[src/rtl/gather_pkg.sv]
package gather_pkg;
    localparam int MAX_CODE = 5;

    // Limit a width code to the widest supported transfer.
    function automatic logic [2:0] clamp_code(input logic [2:0] code);
        return (code > 3'(MAX_CODE)) ? 3'(MAX_CODE) : code;
    endfunction
endpackage

[src/rtl/gather_reg.sv]
module gather_reg #(
    parameter int CNT_W     = 10,
    parameter bit GATHER_EN = 1'b1
) (
    input  logic             clk,
    input  logic             rst_n,
    input  logic             we,
    input  logic [CNT_W+19:0] wdata,
    output logic [63:0]      rdata,
    output logic [CNT_W-1:0] count,
    output logic [19:0]      stride
);
    localparam int REG_W = CNT_W + 20;

    logic [REG_W-1:0] field_d, field_q;

    always_comb begin
        field_d = field_q;
        if (we && GATHER_EN) begin
            field_d = wdata;
        end
    end

    always_ff @(posedge clk or negedge rst_n) begin
        if (!rst_n) field_q <= '0;
        else        field_q <= field_d;
    end

    generate
        if (GATHER_EN) begin : g_present
            assign stride = field_q[19:0];
            assign count  = field_q[REG_W-1:20];
            assign rdata  = {{(64-REG_W){1'b0}}, field_q};
        end else begin : g_absent
            logic unused_field;
            assign unused_field = ^field_q;
            assign stride = '0;
            assign count  = '0;
            assign rdata  = '0;
        end
    endgenerate
endmodule

[src/rtl/gather_step.sv]
module gather_step #(
    parameter int ADDR_W = 32,
    parameter int CNT_W  = 10
) (
    input  logic [2:0]        width_code,
    input  logic [19:0]       stride,
    input  logic [CNT_W-1:0]  count,
    input  logic [CNT_W-1:0]  pos,
    output logic [ADDR_W-1:0] delta,
    output logic [CNT_W-1:0]  pos_nxt
);
    import gather_pkg::*;

    logic [2:0]        code;
    logic [ADDR_W-1:0] width_bytes;
    logic [ADDR_W-1:0] jump;
    logic              boundary;

    always_comb begin
        code        = clamp_code(width_code);
        width_bytes = ADDR_W'(1) << code;
        jump        = ADDR_W'(stride) << code;
        boundary    = (count != '0) && (({1'b0, pos} + 1'b1) >= {1'b0, count});
        delta       = boundary ? (width_bytes + jump) : width_bytes;
        pos_nxt     = (boundary || count == '0) ? '0 : pos + 1'b1;
    end
endmodule

[src/rtl/dma_gather_addr_gen.sv]
module dma_gather_addr_gen #(
    parameter int ADDR_W    = 32,
    parameter int MAX_BLK   = 1023,
    parameter bit GATHER_EN = 1'b1,
    localparam int CNT_W    = $clog2(MAX_BLK + 1)
) (
    input  logic              clk,
    input  logic              rst_n,
    input  logic              start,
    input  logic [ADDR_W-1:0] start_addr,
    input  logic [2:0]        width_code,
    input  logic [1:0]        dir_mode,
    input  logic              beat_ok,
    output logic [ADDR_W-1:0] addr_out,
    input  logic              cfg_we,
    input  logic [CNT_W+19:0] cfg_wdata,
    output logic [63:0]       cfg_rdata
);
    typedef struct packed {
        logic [ADDR_W-1:0] addr;
        logic [CNT_W-1:0]  pos;
    } state_t;

    state_t            st_d, st_q;
    logic [CNT_W-1:0]  count;
    logic [19:0]       stride;
    logic [ADDR_W-1:0] delta;
    logic [CNT_W-1:0]  pos_nxt;
    logic              fixed_mode, down_mode;

    gather_reg #(.CNT_W(CNT_W), .GATHER_EN(GATHER_EN)) u_reg (
        .clk(clk), .rst_n(rst_n), .we(cfg_we), .wdata(cfg_wdata),
        .rdata(cfg_rdata), .count(count), .stride(stride)
    );

    gather_step #(.ADDR_W(ADDR_W), .CNT_W(CNT_W)) u_step (
        .width_code(width_code), .stride(stride), .count(count),
        .pos(st_q.pos), .delta(delta), .pos_nxt(pos_nxt)
    );

    assign fixed_mode = dir_mode[1];
    assign down_mode  = dir_mode[0];

    always_comb begin
        st_d = st_q;
        if (start) begin
            st_d.addr = start_addr;
            st_d.pos  = '0;
        end else if (beat_ok && !fixed_mode) begin
            st_d.addr = down_mode ? (st_q.addr - delta) : (st_q.addr + delta);
            st_d.pos  = pos_nxt;
        end
    end

    always_ff @(posedge clk or negedge rst_n) begin
        if (!rst_n) st_q <= '0;
        else        st_q <= st_d;
    end

    assign addr_out = st_q.addr;
endmodule

[config.mk]
export PLATFORM = sky130hd
export DESIGN_NAME = dma_gather_addr_gen
export DESIGN_NICKNAME = d
export VERILOG_FILES = /design/src/rtl/gather_pkg.sv /design/src/rtl/gather_reg.sv /design/src/rtl/gather_step.sv /design/src/rtl/dma_gather_addr_gen.sv
export SDC_FILE = /design/constraint.sdc
export NUM_CORES = 1
export LEC_CHECK = 0
export BUFFER_PORTS_ARGS = -buffer_cell sky130_fd_sc_hd__buf_2
export CORE_MARGIN = 2
export CORE_UTILIZATION = 30
export CTS_CLUSTER_SIZE = 12
export DETAILED_ROUTE_END_ITERATION = 10
export GPL_ROUTABILITY_DRIVEN = 0
export GPL_TIMING_DRIVEN = 0
export MAX_ROUTING_LAYER = met4
export PLACE_DENSITY = 0.59
export SLEW_MARGIN = 30
export SYNTH_ARGS = -nofsm -noshare
export SYNTH_HDL_FRONTEND = slang
export SYNTH_HIERARCHICAL = 1
export SYNTH_SLANG_ARGS = --single-unit
export TNS_END_PERCENT = 5
[constraint.sdc]
create_clock -name clk -period 14.7 [get_ports clk]
set_clock_uncertainty 0.1 [all_clocks]
set_input_delay 0.735 -clock clk [delete_from_list [all_inputs] [get_ports clk]]
set_output_delay 0.735 -clock clk [all_outputs]
set_load 0.01 [all_outputs]
### Word level (Yosys, flattened, before mapping)

Index checks and enable logic that the tools add are counted.

| word-level totals | value |
|---|---|
| register bits after elaboration | 72 |
| bits in latches | 0 |
| bits in writable memories | 0 |
| ROM bits | 0 |
| input port bits | 72 |
| output and inout port bits | 96 |
| word-level logic and storage cells | 25 |
| memories | 0 |

| operators by class | value |
|---|---|
| add/sub/neg operators | 5 |
| $mul | 0 |
| divide/modulo/power cells | 0 |
| magnitude comparators | 2 |
| eq/ne operators | 0 |
| shift operators | 2 |
| mux-type cells | 6 |
| bitwise gates (word level) | 0 |
| reductions and logical operators | 7 |

Operators by type and width:

| cell | count |
|---|---|
| 42-bit 2-to-1 mux | 2 |
| 32-bit adder | 2 |
| 32-bit 2-to-1 mux | 2 |
| 1-bit by 3-bit << shifter with 32-bit output, first input constant | 1 |
| 20-bit by 3-bit << shifter with 32-bit output | 1 |
| 32-bit subtractor | 1 |
| 10-bit by 1-bit adder with 11-bit output, second input constant | 1 |
| 11-bit by 10-bit >= comparator with 1-bit output | 1 |
| 10-bit by 1-bit adder with 10-bit output, second input constant | 1 |
| 10-bit zero test | 1 |
| 10-bit 2-to-1 mux | 1 |
| 10-bit nonzero test | 1 |
| 3-bit greater-than comparator, second input constant | 1 |
| 3-bit 2-to-1 mux | 1 |
| 1-bit logical AND | 2 |
| 2-bit nonzero test | 1 |
| 1-bit zero test | 1 |
| 1-bit logical OR | 1 |

### Logic depth before layout (Yosys ltp)

Gate-level depths: netlist of the first run.

| depth | value |
|---|---|
| depth in word-level cells | 9 |
| gate-level depth with buffers | 34 |
| depth with buffers taken out | 31 |

### Hierarchy

Netlist of the first run, hierarchy kept.

Modules (own cells, without submodules):

| module | instances | cells each | area an instance (sq um) | seq. area each (sq um) |
|---|---|---|---|---|
| dma_gather_addr_gen | 1 | 565 | 4,372.9 | 1,051.0 |
| gather_step | 1 | 347 | 2,408.6 | 0.0 |
| gather_reg | 1 | 128 | 1,719.1 | 750.7 |

### Worst setup path after synthesis of the first run

Ideal clock, no wire load.

| timing | value |
|---|---|
| path kind | input to register |
| start point | in width_code[0] |
| end point | reg st_q, in the netlist addr_out[29] |
| library setup time | 0.125 ns |
| data arrival time | 7.310 ns |
| required time | 14.475 ns |
| path slack | 7.166 ns |
| cell stages on the path | 29 |
| path buffers | 4 |
| cell sequence | buf_2 -> buf_4 -> buf_2 -> buf_1 -> mux4_2 -> nand2_1 -> o21ai_0 -> ha_1 -> o21ai_0 -> a211oi_1 -> nor3_1 -> or3_1 -> nor3b_1 -> nor3_1 -> or4_4 -> or3_4 -> or3_4 -> nor2_1 -> nor2_1 -> xnor2_1 -> ha_1 -> nand4_1 -> nor3_1 -> a22o_1 -> a211oi_1 -> o41ai_1 -> xnor2_1 -> o21ai_0 -> mux2_2 |

| on the way | value |
|---|---|
| word-level cells in the longest chain between the ends | 9 |
| elaborated cells between the ends (all ways) | 11 |
| classes of those cells | 3 x add/sub; 1 x order compare; 2 x shift; 5 x mux |

Ends and longest elaborated chain:

| item | RTL line | text |
|---|---|---|
| start: declaration | dma_gather_addr_gen.sv:11 | `input logic [2:0] width_code,` |
| 3-bit greater-than comparator | gather_pkg.sv:6 | `return (code > 3'(MAX_CODE)) ? 3'(MAX_CODE) : code;` |
| 3-bit 2-to-1 mux (*) | gather_pkg.sv:6 |  |
| 20-bit by 3-bit << shifter with 32-bit output / 1-bit by 3-bit << shifter with 32-bit output (equally long branches) | gather_step.sv:22, gather_step.sv:21 |  |
| 32-bit adder | gather_step.sv:24 | `delta = boundary ? (width_bytes + jump) : width_bytes;` |
| 32-bit 2-to-1 mux (*) | gather_step.sv:24 |  |
| net delta[12] | dma_gather_addr_gen.sv:27 | `logic [ADDR_W-1:0] delta;` |
| 32-bit adder / 32-bit subtractor (equally long branches) | dma_gather_addr_gen.sv:50 | `st_d.addr = down_mode ? (st_q.addr - delta) : (st_q.addr + delta);` |
| 32-bit 2-to-1 mux (*) | dma_gather_addr_gen.sv:50 |  |
| 42-bit 2-to-1 mux (*) | dma_gather_addr_gen.sv:49 | `end else if (beat_ok && !fixed_mode) begin` |
| 42-bit 2-to-1 mux (*) | dma_gather_addr_gen.sv:46 | `if (start) begin` |
| end signal: assignment | dma_gather_addr_gen.sv:57 | `else st_q <= st_d;` |
| end: declaration | dma_gather_addr_gen.sv:24 | `state_t st_d, st_q;` |

The timed path passes the listed nets; every way through them passes the cells marked *. The select of a mux whose other input is x is not followed.
A chain may end at the register's enable or synchronous reset.

### Worst setup path after layout of the first run

| timing | value |
|---|---|
| start point | in width_code[2] |
| end point | reg st_q, in the netlist addr_out[29] |

The elaborated chain is that of the path after synthesis.

==> results.yml, run 1 <==
outcome:
  status: "complete, no violations"
clock_network:
  cts_setup_buffers: 0
  cts_tree: "done"
  cts_buffers: 9
  post_cts_resized: 0
  clk_latency_ns: 0.35
  h-tree-depth: 3
  clkSinkCount: 72
  clk_path_buf_depth: 2
  hold_buffers: 0
  clk_pin_slew_ns: 0.06
  cts_root_buffer: "clkbuf_16"
sta:
  fmax_ghz: 0.116
  tightest_slew_ns: 0.935
  slew_headroom: 0.361
  period_needed_ns: 8.62
  worst_slack_ns: 6.08
  min_period_over_period: 0.586
  hold_violations: 0
  tns_ns: 0
  finalSetupViolCount: 0
  drv_slew: 0
  rsz0062_at_grt: "false"
global_routing:
  first_global_vias: 7205
  grt_usage: 0.167
  gr-total-overflow: 0
  grt_max_degree: 47
  grt_pass1_wl_um: 38200
  antenna_found_initial: 1
floorplan:
  dieArea_um2: 29700
  fp-row-count: 61
  coreArea_um2: 27900
  die_w_um: 172
  die_h_um: 172
  ioPinCount: 168
  start_util: 0.305
worst_hold_path:
  hp-class: "primary input to asynchronous set/reset pin"
pwr:
  powerDensity_nw_per_um2: 89.9
  p_leak_nw: 4.81
  vdd_ir_drop_max_v: 0.0000457
  p_seq_frac: 0.271
  swShare: 0.399
  switchingPower_mw: 0.361
  cell_internal_pwr_mw: 0.544
  clock_power_share: 0.228
  pwr-share-comb: 0.500
synth:
  ys_types: 73
  synth_mux_area_frac: 0.126
  synth_ff_type: "dfrtp_1"
  synth_async_sr_flop_share: 1.00
  syn-cell-area_um2: 8500
  syn_inst: 1040
  synth-xor-area-share: 0.0792
  synth_edf_count: 0
  synth_top_family_by_area: "compound AO/OA/AOI/OAI gates"
  ys_ff_latch: 72
  syn_avg_cell_area_um2: 8.17
  yosys.area_share.adder: 0.0798
  yosys_warnings: 6
  ys_seq_area_frac: 0.212
  synth_simple_gate_area_frac: 0.179
  synth-compound-area-share: 0.192
placed_design:
  placed_area_um2: 9800
  dp_hpwl_um: 19200
  portBuffers: 130
  pre_cts_ws_ns: 5.80
critical_path:
  r2r.worst_path.cells: 26
  cp_data_required_time_ns: 14.83
  cpPeakStageDelay_ns: 0.58
  endpoint_kind: "flop"
  slowest_stage: "or4_4"
  critPathKind: "primary input to flop"
  critPathMaxFanout: 10
  arrival_ns: 8.74
  r2r_slack_ns: 6.72
  critPathLaunchType: "primary input"
detailed_routing:
  routedWlPerCell_um: 14.9
  first_pass_iters: 5
  vias: 7804
  final_antenna_net_count: 0
  drtIter0Drc: 569
  drt-total-wl_um: 23900
  route.detailed.drc: 0
  vias_per_cell: 4.86
final_layout:
  nFillCells: 2940
  finalInstanceArea_um2: 10100
  area_growth_pct: 18.6
  fin_util: 0.362
  drive_gt1_frac: 0.268
  fin_nets: 1348
run:
  max_cap_viol_count: 0
-- power by group through the flow --
| stage | combinational, mW | clock [mW] | sequential [mW] |
|---|---|---|---|
| 2_1_floorplan | 0.342 | 0 | 0.242 |
| 3_3_place_gp | 0.443 | 0 | 0.250 |
| 3_5_place_dp | 0.449 | 0 | 0.250 |
| 4_1_cts | 0.451 | 0.215 | 0.246 |
| 5_1_grt | 0.505 | 0.224 | 0.250 |
| 6_report | 0.453 | 0.207 | 0.246 |
-- cell usage in the layout, fill, tap and decap left out, types with 5 or more instances in the layout --
cell	count
xnor2_1	56
a31oi_1	13
a31o_2	6
mux2_2	15
mux2i_1	42
mux2_4	30
buf_2	137
and3_1	23
buf_4	108
nand2_1	88
nor4_1	10
a221oi_1	6
clkbuf_16	9
and2_1	6
o21ai_0	59
dfrtp_1	72
clkbuf_1	30
nand3_1	26
buf_1	5
conb_1	42
nand2b_1	12
a21o_1	24
nand4_1	11
nor2_1	79
a21oi_1	87
nor2b_1	11
nor3_1	19
inv_1	30
ha_1	51
a211o_1	6
a211oi_1	13
xor2_1	19
-- worst max-delay path: cells and delay by family --
kind,cells,cell delay [ns]
AND/OR/NAND/NOR,14,3.99
buffers and inverters,6,1.41
AO/OA/AOI/OAI,6,1.24
adder cells (fa/ha/maj),3,0.73
XOR/XNOR,2,0.33
multiplexers,1,0.28
-- cell families after synthesis --
logic type / Yosys count
AOI/OAI and AO/OA: 258
and+or+nand+nor: 308
buffers and inverters: 182
DFF: 72
xor gates and xnor gates: 76
adders and majority gates: 53
muxes: 89
other: 2
-- worst paths after layout --
check | start | to
setup reg to reg | st_q[0] | addr_out[29]
min in group clk | u_reg/field_q[7] | u_reg/field_q[7]
max in group asynchronous | rst_n | u_reg/field_q[4]
hold reg to reg | u_reg/field_q[7] | u_reg/field_q[7]
setup / recovery | width_code[2] | addr_out[29]
hold / removal | rst_n | addr_out[31]
-- registers in the layout, indices dropped and copies added, names as in the netlist --
name / count
addr_out: 32
u_reg/field_q: 30
st_q: 10
-- area by class of cell --
| type | instances | area [µm²] | area share |
|---|---|---|---|
| diodes | 1 | 2.50 | 0.000248 |
| plain buffers | 151 | 1000 | 0.0993 |
| clock buffers | 11 | 233 | 0.0231 |
| clock inverters | 5 | 33.8 | 0.00335 |
| inverters | 31 | 116 | 0.0115 |
| multi-input cells | 826 | 5730 | 0.569 |
| flip-flops and latches | 72 | 1800 | 0.179 |
| well taps | 378 | 473 | 0.0469 |
| repair buffers | 132 | 686 | 0.0680 |
-- layer usage --
layer	routed length, µm	part of all wire	up-vias	global-route usage
met3	1420	0.059	21	0.0320
met5	0	0	-	-
met4	261	0.011	0	0.0322
li1	-	-	3949	-
met2	10600	0.44	242	0.260
met1	11600	0.48	3592	0.228
-- Yosys cell counts (all sizes together) (4+ instances only) --
master | number | area (µm²)
xnor2 | 57 | 507
nor2b | 12 | 82.6
xor2 | 19 | 166
nand2b | 12 | 75.1
a31o | 6 | 52.6
mux2i | 42 | 420
a221oi | 7 | 67.6
and2 | 6 | 37.5
a31oi | 14 | 93.8
a211oi | 13 | 97.6
nor3b | 5 | 42.5
and3 | 23 | 144
buf | 123 | 896
o21bai | 4 | 30.0
inv | 30 | 113
a21boi | 4 | 30.0
nand2 | 88 | 330
nor2 | 80 | 308
a21oi | 88 | 452
or3 | 5 | 41.3
nor3 | 20 | 105
ha | 51 | 638
nand3 | 26 | 130
nor4 | 10 | 62.6
a211o | 6 | 52.6
o21ai | 60 | 300
and4 | 4 | 35.0
mux2 | 46 | 631
nand4 | 11 | 68.8
clkbuf | 28 | 105
a21o | 24 | 180
dfrtp | 72 | 1800
-- through the flow --
step                hold slack (ns)  total power [mW]  instances
floorplan                     0.339             0.584       1080
global placement              0.422             0.692       1588
detailed placement            0.427             0.699       1589
CTS                           0.223             0.913       1605
global route                  0.241             0.979       1607
finish                        0.215             0.906       1607
Note: power is estimated with default switching activity, not from simulation.
==> inputs of run 2 (changes only) <==
--- a/config.mk
+++ b/config.mk
@@ -5,6 +5,7 @@
 export SDC_FILE = /design/constraint.sdc
 export NUM_CORES = 1
 export LEC_CHECK = 0
+export ABC_AREA = 1
 export BUFFER_PORTS_ARGS = -buffer_cell sky130_fd_sc_hd__buf_2
 export CORE_MARGIN = 2
 export CORE_UTILIZATION = 30
@@ -13,7 +14,7 @@
 export GPL_ROUTABILITY_DRIVEN = 0
 export GPL_TIMING_DRIVEN = 0
 export MAX_ROUTING_LAYER = met4
-export PLACE_DENSITY = 0.59
+export PLACE_DENSITY = 0.6
 export SLEW_MARGIN = 30
 export SYNTH_ARGS = -nofsm -noshare
 export SYNTH_HDL_FRONTEND = slang
==> constraint.sdc (replaced) <==
create_clock -name clk -period 7.18 [get_ports clk]
set_clock_uncertainty 0.1 [all_clocks]
set_input_delay 0.359 -clock clk [delete_from_list [all_inputs] [get_ports clk]]
set_output_delay 0.359 -clock clk [all_outputs]
set_load 0.01 [all_outputs]
==> results.yml, run 2 <==
synth:
  synth_edf_count: 0
  ys_types: 47
  syn_inst: 1573
  ys_ff_latch: 72
  synth_commonest_cells: "nand2_1, inv_1, nor2_1, nand3_1, buf_4"
  synth_ff_type: "dfrtp_1"
  synth_top_area_frac: 0.200
  yosys_warnings: 6
  synth_top_area_cell: "nand2_1"
  ys_seq_area_frac: 0.190
  synth.most_common_cell: "nand2_1"
  syn_avg_cell_area_um2: 6.03
  synth_area_leaders: "nand2_1, dfrtp_1, inv_1"
  syn-cell-area_um2: 9490
  synth_async_sr_flop_share: 1.00
floorplan:
  coreArea_um2: 31300
  die_w_um: 182
  die_h_um: 182
  ioPinCount: 168
  dieArea_um2: 33100
  fp-row-count: 65
  start_util: 0.303
detailed_routing:
  first_pass_iters: 5
  vias_per_cell: 4.56
  wl_met3_um: 1660
  top_layer: "met4"
  wl_met2_um: 11800
  route.detailed.drc: 0
  final_antenna_net_count: 0
  routedWlPerCell_um: 12.7
  drt-total-wl_um: 27600
  vias: 9883
  drtIter0Drc: 696
  wl_met1_um: 13000
final_layout:
  drive_gt1_frac: 0.192
  largest_reg_flops: 32
  antennaDiodeCount: 0
  nFillCells: 3432
  fin_util: 0.356
  finalInstanceArea_um2: 11100
  final_common_cell: "nand2_1"
  fin_nets: 1883
  final-seq-area_um2: 1800
  layout_common_cells: "nand2_1, inv_1, nor2_1, buf_2, nand3_1"
  area_growth_pct: 17.4
  multiInputGateArea_um2: 6060
pwr:
  switchingPower_mw: 0.911
  powerDensity_nw_per_um2: 179
  clock_power_share: 0.240
  pwr-share-comb: 0.511
  cell_internal_pwr_mw: 1.09
  swShare: 0.456
  total_power_mw: 2.00
  p_seq_frac: 0.249
  vdd_ir_drop_max_v: 0.000106
  p_leak_nw: 6.37
global_routing:
  grt_usage: 0.173
  first_global_vias: 9297
  gr-total-overflow: 0
  grt_max_degree: 47
  antenna_found_initial: 0
  grt_pass1_wl_um: 45200
critical_path:
  endpoint_kind: "flop"
  slowest_stage: "nor3b_1"
  critPathKind: "primary input to flop"
  crit_family: "simple AND/OR/NAND/NOR gates"
  arrival_ns: 5.85
  critPathMaxFanout: 10
  critPathLaunchType: "primary input"
  cp_data_required_time_ns: 7.33
  cpPeakStageDelay_ns: 0.49
  path_buf_inv: 9
  cp_common_cell: "nand2_1"
sta:
  tightest_slew_ns: 0.601
  hold_violations: 0
  worst_slack_ns: 1.48
  rsz0062_at_grt: "false"
  slew_headroom: 0.595
  min_period_over_period: 0.794
  period_needed_ns: 5.70
  drv_slew: 0
  finalSetupViolCount: 0
  fmax_ghz: 0.175
  tns_ns: 0
outcome:
  status: "complete, no violations"
placed_design:
  placed_area_um2: 10800
  dp_hpwl_um: 23400
  portBuffers: 132
  pre_cts_ws_ns: 1.16
clock_network:
  cts_root_buffer: "clkbuf_16"
  clk_path_buf_depth: 2
  cts_buffers: 9
  clk_latency_ns: 0.35
  h-tree-depth: 3
  cts_tree: "done"
  post_cts_resized: 0
  clk_pin_slew_ns: 0.08
  clkSinkCount: 72
run:
  max_cap_viol_count: 0
worst_hold_path:
  hp-class: "primary input to flop"
==> run 2: path summary, 6_finish.rpt <==
path / startpoint / end / slack [ns] / cells after the start
max: width_code[2] / addr_out[31] / 1.48 / 36
min: cfg_wdata[0] / u_reg/field_q[0] / 0.10 / 3
max reg2reg: st_q[2] / addr_out[25] / 1.53 / 32
min reg2reg: u_reg/field_q[4] / u_reg/field_q[4] / 0.40 / 2
max in group asynchronous: rst_n / st_q[9] / 6.11 / 3
min in group asynchronous: rst_n / addr_out[31] / 0.33 / 2
==> run 2: per-layer routing <==
layer / vias up / track usage
met1: 4298 / 0.226
met2: 314 / 0.271
met3: 56 / 0.0237
met5: - / -
li1: 5215 / -
met4: 0 / 0.0700
==> run 2: worst min-delay path, delay by kind of cell <==
family                 cells  cell delay [ns]
AND/OR/NAND/NOR            2             0.09
buffers and inverters      1             0.07
==> run 2: area by class of cell <==
cell class / count / share of cell area
timing repair buffer: 134 / 0.0632
clock inverter: 7 / 0.00640
tap: 402 / 0.0451
buffer: 135 / 0.0853
clock buffer: 9 / 0.0202
inverter: 220 / 0.0743
multi-input combinational: 1186 / 0.544
sequential: 72 / 0.162
==> run 2: repair_timing <==
| action | CTS | global route |
|---|---|---|
| endpoints found under the hold margin | 26 | 0 |
| hold buffers | 1 | 0 |
| setup buffers | 0 | 0 |
| setup endpoints to repair | 0 | 0 |
==> run 2: power groups by stage <==
stage | Combinational [mW] | Clock (mW) | Sequential (mW)
floorplan | 0.759 | 0 | 0.490
global placement | 0.998 | 0 | 0.504
detailed placement | 1.01 | 0 | 0.504
CTS | 1.02 | 0.491 | 0.497
global route | 1.16 | 0.508 | 0.503
finish | 1.02 | 0.479 | 0.496
==> run 2: cell families (layout without fill, tap and decap cells) <==
family | Yosys count | after routing | share of synthesized area
AND/OR/NAND/NOR | 906 | 906 | 0.417
AO/OA/AOI/OAI | 141 | 141 | 0.0930
flip-flops | 72 | 72 | 0.190
XOR/XNOR | 43 | 43 | 0.0397
buffers and inverters | 355 | 505 | 0.188
adder cells (fa/ha/maj) | 53 | 53 | 0.0715
other | 2 | 42 | 0.000791
multiplexers | 1 | 1 | 0.00119
==> run 2: per-stage QoR <==
stage | hold slack, ns | instances
2_1_floorplan | -0.0366 | 1613
3_3_place_gp | 0.390 | 2147
3_5_place_dp | 0.163 | 2148
4_1_cts | 0.0918 | 2165
5_1_grt | 0.101 | 2165
6_report | 0.101 | 2165
==> inputs of run 3 (changes only) <==
--- a/config.mk
+++ b/config.mk
@@ -14,7 +14,7 @@
 export GPL_ROUTABILITY_DRIVEN = 0
 export GPL_TIMING_DRIVEN = 0
 export MAX_ROUTING_LAYER = met4
-export PLACE_DENSITY = 0.6
+export PLACE_DENSITY = 0.58
 export SLEW_MARGIN = 30
 export SYNTH_ARGS = -nofsm -noshare
 export SYNTH_HDL_FRONTEND = slang
==> constraint.sdc (replaced) <==
create_clock -name clk -period 5.6 [get_ports clk]
set_clock_uncertainty 0.1 [all_clocks]
set_input_delay 0.28 -clock clk [delete_from_list [all_inputs] [get_ports clk]]
set_output_delay 0.28 -clock clk [all_outputs]
set_load 0.01 [all_outputs]
==> results.yml, run 3 (synthesized netlist as in run 2, its figures left out) <==
global_routing:
  antenna_found_initial: 0
  grt_pass1_wl_um: 45100
  grt_busiest_layer: "met2"
  first_global_vias: 9084
  gr-usage-met2: 0.271
  grt_max_degree: 45
  use_met1: 0.231
  gr-total-overflow: 0
  gr-usage-met3: 0.0217
  grt_usage: 0.172
detailed_routing:
  routedWlPerCell_um: 12.9
  first_pass_iters: 6
  final_antenna_net_count: 0
  vias: 9878
  drt-total-wl_um: 28000
  route.detailed.drc: 0
  vias_per_cell: 4.54
  drtIter0Drc: 608
pwr:
  clock_power_share: 0.256
  swShare: 0.440
  vdd_ir_drop_max_v: 0.000131
  switchingPower_mw: 1.18
  p_leak_nw: 6.45
  powerDensity_nw_per_um2: 234
  p_seq_frac: 0.238
  pwr-share-comb: 0.506
  cell_internal_pwr_mw: 1.50
floorplan:
  start_util: 0.303
  coreArea_um2: 31300
  die_w_um: 182
  dieArea_um2: 33100
  ioPinCount: 168
  fp-row-count: 65
  die_h_um: 182
clock_network:
  cts_buffers: 9
  h-tree-depth: 3
  clk_pin_slew_ns: 0.07
  cts_root_buffer: "clkbuf_16"
  cts_tree: "done"
  clkSinkCount: 72
  clk_path_buf_depth: 2
  clk_latency_ns: 0.35
critical_path:
  cp_common_cell: "nand2_1"
  cp_data_required_time_ns: 5.74
  critPathMaxFanout: 10
  slowest_stage: "dfrtp_2"
  critPathKind: "flop to flop"
  critPathLaunchType: "flop"
  cpPeakStageDelay_ns: 0.39
  arrival_ns: 5.39
  endpoint_kind: "flop"
final_layout:
  drive_gt1_frac: 0.221
  layout_common_cells: "nand2_1, inv_1, buf_2"
  antennaDiodeCount: 0
  largest_reg_flops: 32
  fin_util: 0.365
  area_growth_pct: 20.5
  fin_nets: 1894
  final_common_cell: "nand2_1"
placed_design:
  portBuffers: 132
  dp_hpwl_um: 23400
sta:
  drv_slew: 0
  min_period_over_period: 0.937
  fmax_ghz: 0.191
  finalSetupViolCount: 0
  tns_ns: 0
  hold_violations: 0
  tightest_slew_ns: 0.568
  slew_headroom: 0.622
  period_needed_ns: 5.25
run:
  max_cap_viol_count: 0
worst_hold_path:
  hp-class: "primary input to flop"
outcome:
  status: "complete, no violations"
[run 3: changes by cell type in the layout (fill, tap and decap cells not counted), sizes merged]
cell,before,now
inv,226,223
buf,261,272
clkinvlp,0,1
bufinv,0,2
[run 3: worst paths after layout]
path	from	to	slack (ns)	cells after the start
max in group asynchronous	rst_n	st_q[4]	4.59	3
min in group asynchronous	rst_n	addr_out[26]	0.27	2
worst min-delay path	cfg_wdata[0]	u_reg/field_q[0]	0.02	3
worst max-delay path	st_q[2]	addr_out[31]	0.35	33
worst max register to register	st_q[2]	addr_out[31]	0.35	33
worst min register to register	u_reg/field_q[17]	u_reg/field_q[17]	0.41	2
[run 3: per-layer routing]
metal,vias up,routed length [µm]
met5,-,0
met4,0,818
met3,53,1230
met2,292,12300
met1,4315,13700
li1,5218,-
[run 3: power groups by stage]
stage | combinational [mW] | clock [mW] | sequential [mW]
global placement | 1.28 | 0 | 0.646
CTS | 1.31 | 0.701 | 0.637
finish | 1.35 | 0.685 | 0.637
floorplan | 0.973 | 0 | 0.629
detailed placement | 1.30 | 0 | 0.647
global route | 1.53 | 0.721 | 0.647
[run 3: final cells by class]
cell class,count,area [µm²]
fillers,3438,19900
clock buffers,9,225
inverters,220,832
well taps,402,503
plain buffers,135,960
clock inverters,7,109
flip-flops and latches,72,1810
multi-input cells,1186,6210
repair buffers,145,787
[run 3: critical path, delay by kind of cell, from the launching register on]
kind,cells,cell delay (ns)
flops,1,0.39
buf+inv,4,0.44
fa+ha+maj,3,0.85
compound gates,2,0.32
xor+xnor,2,0.52
simple gates,22,2.48
[run 3: repair_timing]
| item | 4_1_cts | 5_1_grt |
|---|---|---|
| resized for setup | 2 | 52 |
| buffers inserted | 0 | 11 |
| endpoints found under the hold margin | 28 | 0 |
| setup endpoints to repair | 3 | 24 |
| cloned | 0 | 0 |
| pin swaps | 0 | 5 |
| hold buffers | 1 | 0 |
[run 3: through the flow]
| step | hold slack [ns] | worst slack, ns | instance area, µm² | std cells | power [mW] |
|---|---|---|---|---|---|
| 6_report | 0.0182 | 0.353 | 11400 | 2176 | 2.68 |
| 2_1_floorplan | -0.116 | 0.825 | 9640 | 1613 | 1.60 |
| 4_1_cts | 0.00680 | 0.0299 | 11200 | 2165 | 2.65 |
| 3_5_place_dp | 0.0934 | -0.339 | 10800 | 2148 | 1.95 |
| 3_3_place_gp | 0.381 | -0.237 | 10800 | 2147 | 1.93 |
| 5_1_grt | 0.0132 | -0.0622 | 11400 | 2176 | 2.90 |
